$ cat config.mk
export PLATFORM = sky130hd
export DESIGN_NAME = scck_sequencer
export DESIGN_NICKNAME = d
export VERILOG_FILES = /design/src/rtl/scck_pkg.sv /design/src/rtl/scck_sequencer.sv
export SDC_FILE = /design/constraint.sdc
export NUM_CORES = 1
export LEC_CHECK = 0
export ABC_AREA = 1
export BUFFER_PORTS_ARGS = -buffer_cell sky130_fd_sc_hd__buf_2
export CAP_MARGIN = 20
export CORE_MARGIN = 5
export CORE_UTILIZATION = 58
export CTS_CLUSTER_SIZE = 25
export DETAILED_ROUTE_END_ITERATION = 12
export PLACE_DENSITY = 0.8
export RECOVER_POWER = 50
export SKIP_LAST_GASP = 1
export SLEW_MARGIN = 25
export SYNTH_ARGS = -nofsm -noshare
export SYNTH_HDL_FRONTEND = slang
export SYNTH_SLANG_ARGS = --single-unit
$ cat constraint.sdc
create_clock -name clk -period 3 [get_ports clk]
set_clock_uncertainty 0.2 [all_clocks]
set_input_delay 0 -clock clk [delete_from_list [all_inputs] [get_ports clk]]
set_output_delay 0 -clock clk [all_outputs]
set_load 0.01 [all_outputs]
$ cat src/rtl/scck_pkg.sv
package scck_pkg;

    localparam int IDX_W = 16;
    localparam int ID_W  = 32;

    typedef enum logic [3:0] {
        PH_IDLE,
        PH_RESET,
        PH_TO_IR,
        PH_SHIFT_IR,
        PH_RERESET,
        PH_TO_DR,
        PH_SHIFT_DR,
        PH_EXIT,
        PH_DONE
    } seq_phase_e;

    typedef enum logic {
        CHK_IR = 1'b0,
        CHK_ID = 1'b1
    } chk_kind_e;

    typedef struct packed {
        logic             valid;
        chk_kind_e        kind;
        logic [IDX_W-1:0] idx;
        logic             tdo;
    } shift_sample_t;

    // TMS for navigation phases (shift phases are handled by the sequencer)
    function automatic logic nav_tms(seq_phase_e ph, logic [IDX_W-1:0] step,
                                     logic trst_mode);
        case (ph)
            PH_RESET:   return !trst_mode;
            PH_TO_IR:   return (step == 16'd1) || (step == 16'd2);
            PH_RERESET: return 1'b1;
            PH_TO_DR:   return step == 16'd1;
            PH_EXIT:    return step == 16'd0;
            default:    return 1'b0;
        endcase
    endfunction

    function automatic seq_phase_e next_phase(seq_phase_e ph);
        case (ph)
            PH_RESET:    return PH_TO_IR;
            PH_TO_IR:    return PH_SHIFT_IR;
            PH_SHIFT_IR: return PH_RERESET;
            PH_RERESET:  return PH_TO_DR;
            PH_TO_DR:    return PH_SHIFT_DR;
            PH_SHIFT_DR: return PH_EXIT;
            PH_EXIT:     return PH_DONE;
            default:     return PH_IDLE;
        endcase
    endfunction

endpackage

$ cat src/rtl/scck_sequencer.sv
module scck_sequencer
    import scck_pkg::*;
#(
    parameter int IR_TOTAL = 17,
    parameter int DR_TOTAL = 96
) (
    input  logic          clk,
    input  logic          rst,
    input  logic          start,
    input  logic          trst_mode_in,
    input  logic          rise_now,
    input  logic          fall_now,
    input  logic          tdo,
    output logic          busy,
    output logic          done_pulse,
    output logic          tms,
    output logic          tdi,
    output logic          trst_n,
    output shift_sample_t smp
);
    localparam logic [IDX_W-1:0] IR_N = IDX_W'(IR_TOTAL);
    localparam logic [IDX_W-1:0] DR_N = IDX_W'(DR_TOTAL);

    seq_phase_e       phase;
    logic [IDX_W-1:0] step;
    logic [IDX_W-1:0] len;
    logic             trst_mode;
    logic             shifting;
    logic             last_step;
    logic             tms_now;

    always_comb begin
        case (phase)
            PH_RESET, PH_TO_IR, PH_RERESET: len = 16'd5;
            PH_SHIFT_IR:                    len = IR_N;
            PH_TO_DR:                       len = 16'd4;
            PH_SHIFT_DR:                    len = DR_N;
            PH_EXIT:                        len = 16'd2;
            default:                        len = 16'd1;
        endcase
    end

    assign busy      = (phase != PH_IDLE) && (phase != PH_DONE);
    assign shifting  = (phase == PH_SHIFT_IR) || (phase == PH_SHIFT_DR);
    assign last_step = (step == len - 16'd1);
    assign tms_now   = shifting ? last_step : nav_tms(phase, step, trst_mode);

    always_ff @(posedge clk) begin
        if (rst) begin
            phase      <= PH_IDLE;
            step       <= '0;
            trst_mode  <= 1'b0;
            tms        <= 1'b1;
            tdi        <= 1'b0;
            trst_n     <= 1'b1;
            done_pulse <= 1'b0;
            smp        <= '0;
        end else begin
            done_pulse <= 1'b0;
            smp.valid  <= 1'b0;
            if (!busy) begin
                if (start) begin
                    phase     <= PH_RESET;
                    step      <= '0;
                    trst_mode <= trst_mode_in;
                    tms       <= !trst_mode_in;
                    trst_n    <= !trst_mode_in;
                    tdi       <= 1'b1;
                end
            end else begin
                if (rise_now) begin
                    if (shifting) begin
                        smp <= '{valid: 1'b1,
                                 kind:  (phase == PH_SHIFT_DR) ? CHK_ID : CHK_IR,
                                 idx:   step,
                                 tdo:   tdo};
                    end
                    if (last_step) begin
                        step  <= '0;
                        phase <= next_phase(phase);
                        if (phase == PH_EXIT) done_pulse <= 1'b1;
                    end else begin
                        step <= step + 16'd1;
                    end
                end
                if (fall_now) begin
                    tms    <= tms_now;
                    trst_n <= !(trst_mode && (phase == PH_RESET));
                end
            end
        end
    end
endmodule

; ---- Word-level counts from Yosys, hierarchy flattened
; Index checks and enable logic that the tools add are counted.
[word_totals]
ff_bits = 44
input_bits = 7
[op_classes]
n_addsub = 2
n_eq_ne = 14
n_mux = 20
bitwise = 3
n_reduce_logical = 18
[op_table]
columns = op, n
row1 = $mux 16, 4
row2 = $pmux 7 s5, 1
row3 = $pmux 4 s7, 1
row4 = $mux 19, 1
row5 = $add 16x1->16 const B, 1
row6 = $eq 16x1->1 const B, 1
row7 = $eq 16x16->1, 1
row8 = $eq 16x2->1 const B, 1
row9 = $eq 4x3->1 const B, 4
row10 = $logic_not 16->1, 1
row11 = $mux 4, 4
row12 = $sub 16x1->16 const B, 1
row13 = $eq 4x2->1 const B, 2
row14 = $mux 1, 8
row15 = $reduce_and 2->1, 3
row16 = $reduce_and 3->1, 2
row17 = $reduce_or 3->1, 2
row18 = $pmux 1 s5, 1
row19 = $eq 4x1->1 const B, 1
row20 = $ne 2x2->1 const B, 2
row21 = $ne 4x4->1 const B, 1
row22 = $reduce_bool 4->1, 1
row23 = $reduce_or 4->1, 1
row24 = $logic_not 1->1, 3
row25 = 5 further kinds, 9

; ---- Longest topological paths before layout
[depth]
word_depth = 8
mapped_depth = 23
mapped_depth_nobuf = 23

; ---- Worst setup path before layout
; No wires, ideal clock.
[synth_timing]
path_type = register to register
from = register phase[2]
to = register step[3]
setup_ns = 0.132
arrival_ns = 2.316
t_required_ns = 2.668
setup_slack_ns = 0.352
path_stages_with_launch = 22
n_path_buf = 1
period_less_slack_ns = 2.648
cell_sequence = dfxtp_1 inv_2 nor2_4 nand2_1 inv_1 ha_1 inv_1 nor2_1 nand2_1 inv_1 ha_1 inv_1 nand2_1 nand2_1 nand3_1 nor2_1 nand3_1 nor2_4 nand2_4 buf_6 nand3b_1 a21oi_1
[synth_via]
elab_chain_cells = 8
word_cells_on_any_way = 20
classes_between = add/sub (1) / eq/ne (10) / mux (4) / reduce/logical (5)
[synth_rtl]
columns = item, line
row1 = start: declaration, scck_sequencer.sv:24  ; seq_phase_e phase;
row2 = start signal: assignment, scck_sequencer.sv:80  ; phase <= next_phase(phase);
row3 = "$eq 4x1->1, or another cell as far along", scck_sequencer.sv:33  ; case (phase)
row4 = $reduce_or 3->1, scck_sequencer.sv:33
row5 = $pmux 7 s5, scck_sequencer.sv:33
row6 = $sub 16x1->16, scck_sequencer.sv:45  ; assign last_step = (step == len - 16'd1);
row7 = $eq 16x16->1, scck_sequencer.sv:45
row8 = $mux 16, scck_sequencer.sv:78  ; if (last_step) begin
row9 = $mux 16, scck_sequencer.sv:71  ; if (rise_now) begin
row10 = $mux 16, scck_sequencer.sv:61  ; if (!busy) begin
row11 = end signal: assignment, scck_sequencer.sv:83  ; step <= step + 16'd1;
row12 = end: declaration, scck_sequencer.sv:25  ; logic [IDX_W-1:0] step;
; Parallel ways exist; a longest one is shown, timed or not. The select of a mux whose other input is x is not followed.
; A chain may end at the register's enable or synchronous reset.

; ---- Worst setup path in the final report
[layout_timing]
from = register phase[2]
to = register phase[2]
[layout_via]
elab_chain_cells = 7
word_cells_on_any_way = 22
classes_between = add/sub (1) / eq/ne (11) / mux (5) / reduce/logical (5)
[layout_rtl]
columns = item, line
row1 = "$eq 4x1->1, or another cell as far along", "scck_pkg.sv:44, scck_sequencer.sv:33"
row2 = $reduce_or 3->1, scck_sequencer.sv:33
row3 = $pmux 7 s5, scck_sequencer.sv:33
row4 = $sub 16x1->16, scck_sequencer.sv:45
row5 = $eq 16x16->1, scck_sequencer.sv:45
row6 = $ne 2x1->1 (no source line), -
row7 = $reduce_and 3->1 (no source line), -
; Parallel ways exist; a longest one is shown, timed or not. The select of a mux whose other input is x is not followed.

==> summary.md <==
| Metric | Value |
|---|---|
| Layout overhead on the synthesized area | 14.9% |
| Die Footprint | 5900 um^2 |
| Slowest-stage cell, CP | dfxtp_4 |
| I/O pins | 31 |
| Mapped cell area | 2590 um^2 |
| CTS tree | done |
| Gr ovfl total | 0 |
| GR Util met3 | 5.27% |
| GR peak layer | met2 |
| Crit-path max FO | 5 |
| Fmax | 0.354 GHz |
| Core Area | 4350 um^2 |
| Internal Power | 0.00121 W |
| Final worst path period need | 2830 ps |
| Sequential Power Share | 33.1% |
| DR DRC count | 0 |
| Worst-path cell chain | inv_2 -> nor2_4 -> nand2_2 -> inv_1 -> ha_2 -> inv_1 -> nor2_2 -> nand2_1 -> inv_1 -> ha_4 -> inv_1 -> nand2_1 -> nand2_1 -> nand3_1 -> nor2_1 -> nand3_1 -> nor2_4 -> nand3_4 -> nand2_4 -> nand2_1 -> nand2_1 -> nor2_1 |
| Kind of critical path | reg -> reg |
| CTS Sinks | 44 |
| Required @ worst endpoint | 3000 ps |
| Dominant synthesized flop cell | dfxtp_1 |
| Fin crit share | 94.3% |
| Seq/Total Area, Yosys | 34.0% |
| Hold Vio Cnt, Final | 0 |
| Ant diodes | 0 |
| Antenna viol nets, final | 0 |
| Final WL | 7050 um |
| Pwr per Cell Area | 736 nW/um^2 |
| Leakage | 1.30 nW |
| Site Rows | 24 |
| Total GRT Usage | 23.3% |
| Crit path largest cell delay | 380 ps |
| CP Data Arrival Time | 2830 ps |
| Most common cell on crit path | nand2_1 |
| NumNets Final | 451 |
| 1st-iter DRT viols | 349 |
| Die Wd | 76.8 um |
| Buffers added on ports | 30 |
| Vias after detailed routing | 2731 |
| CP startpoint kind | flip-flop |
| Yosys cell types | 31 |
| NetSw | 0.000982 W |
| M2 GR Usage | 36.9% |
| Clock root buffer | clkbuf_8 |
| Finished layout cell area | 2980 um^2 |
| Worst Setup End Kind | flip-flop |
| Status | finished clean |
| Die Y-Extent | 76.8 um |
| DP HPWL | 4880 um |
| Setup TNS Final | 0 ps |
| Clk_lat worst skew | 300 ps |
| Number of global-route vias before repair | 2397 |
| Pins over their slew limit | 0 |
| Comb power frac | 48.9% |
| RD Place Congestion | 0.952 |
| Hold/Removal Path Class | in -> reg |
| Met1 usage | 30.9% |
| Worst vdd ir | 0.000407 V |
| Worst-case clock buffer depth | 2 |
| WP buf/inv | 5 |
| Post-synthesis register bit count | 44 |
| Most frequent cells in the layout | 95 x nand2_1, 44 x inv_1, 40 x dfxtp_1, 38 x nor2_1, 37 x a21oi_1 |
| H-tree depth | 2 |
| Drt pass-1 iters | 5 |
| Clock power frac | 18.0% |
| Post-place setup slack | 116 ps |
| First-pass GRT wire length | 11400 um |
| Syn Nets | 414 |
| Number of flops mapped to enable cells by yosys | 0 |
| Setup violators final | 0 |
| Routed vias/inst | 5.58 |
| Setup ws final | 172 ps |
| Mean Syn Cell Area | 6.49 um^2 |
| Syn. warnings | 0 |
| Initial Util | 59.5% |
| Reg clk slew, reported paths | 90 ps |
| Switching Share | 44.8% |
| Async S/R FF share, synth | 0% |
| Slew Limit Headroom | 38.6% |
| Avg WL per Cell | 14.4 um |
| CTS buffer count | 5 |
| Largest net degree at the start of global routing | 36 |
| Post-Syn Instances | 399 |
| Most common cell after layout, fill and taps aside | nand2_1 |
| Initial antenna violation count | 0 |
| Worst Tran Pin Value | 920 ps |
| Layout cells sized above 1 | 11.4% |
| Total of max-cap violations | 0 |
| Placed Area | 2750 um^2 |
| CP top delay family | simple AND/OR/NAND/NOR gates |
[logic make-up after synthesis]
| kind of cell | after synthesis | synth area share, % |
|---|---|---|
| buffers and inverters | 63 | 9.76 |
| AOI/OAI and AO/OA | 71 | 14.2 |
| DFF | 44 | 34.0 |
| xor gates and xnor gates | 4 | 1.35 |
| adders and majority gates | 8 | 3.87 |
| and+or+nand+nor | 209 | 36.8 |
[timing repair]
action,4_1_cts,5_1_grt
hold buffers,7,0
resized for setup,0,17
hold endpoints to repair,16,0
endpoints found under the setup margin,0,18
setup buffers,0,4
[metal layers]
metal / up-vias / share of wire, %
met5: - / 0
met4: 0 / 2.0
met3: 15 / 9.2
met2: 142 / 46
met1: 1206 / 43
li1: 1368 / -
[final timing paths]
path,cells after the start,slack (ps),startpoint,endpoint
hold reg to reg,2,290,step[15],step[15]
hold / removal,4,100,start,phase[1]
setup reg to reg,22,170,phase[2],phase[2]
setup / recovery,22,170,phase[2],phase[2]
[cell type report]
cell class                 instances  area, um^2
clock buffer                       6        82.6
clock inverter                     2        15.0
fill                             389        1380
inverter                          51         191
multi-input combinational        292        1500
sequential                        44         893
tap                               52        65.1
timing repair buffer              42         231
[registers in the layout (all words and copies together), names as in the netlist]
name and cells:
done_pulse 1, phase 4, smp 19, step 16, tdi 1, tms 1
trst_mode 1, trst_n 1
[Yosys cell counts, types with 3 or more instances]
master	count	area share, %
xor2_1	4	1.4
nand2_2	5	1.2
nor2_1	39	5.7
inv_1	44	6.4
o21ai_0	28	5.4
buf_2	4	0.77
ha_1	8	3.9
clkbuf_1	6	0.87
nor2_2	3	0.73
nor3_1	6	1.2
nand3_1	35	6.8
a21oi_1	37	7.2
nand2_1	97	14
inv_2	7	1.0
nand4_1	9	2.2
dfxtp_1	44	34
nor4_1	5	1.2
o21ai_1	3	0.58
[metrics by stage]
step	hold WS [ps]	util, %	instances	total power [W]
6_report	96.0	68.3	489	0.00219
5_1_grt	118	68.3	489	0.00237
4_1_cts	64.6	67.0	485	0.00210
3_5_place_dp	72.1	63.2	470	0.00169
3_3_place_gp	64.7	63.2	470	0.00169
2_1_floorplan	-122	-	399	0.00151
[tightest hold or removal path, delay by kind of cell]
kind	cells	cell delay (ps)
simple gates	2	270
buf+inv	1	80
compound gates	1	220
[power by group through the flow]
stage	Sequential, W	Clock [W]	Combinational (W)
after floorplan	0.000734	0	0.000776
after global placement	0.000727	0	0.000958
after detailed placement	0.000730	0	0.000965
after CTS	0.000716	0.000404	0.000983
after global routing	0.000738	0.000436	0.00120
final	0.000725	0.000395	0.00107
No activity file was read; power rests on OpenSTA's default activity.
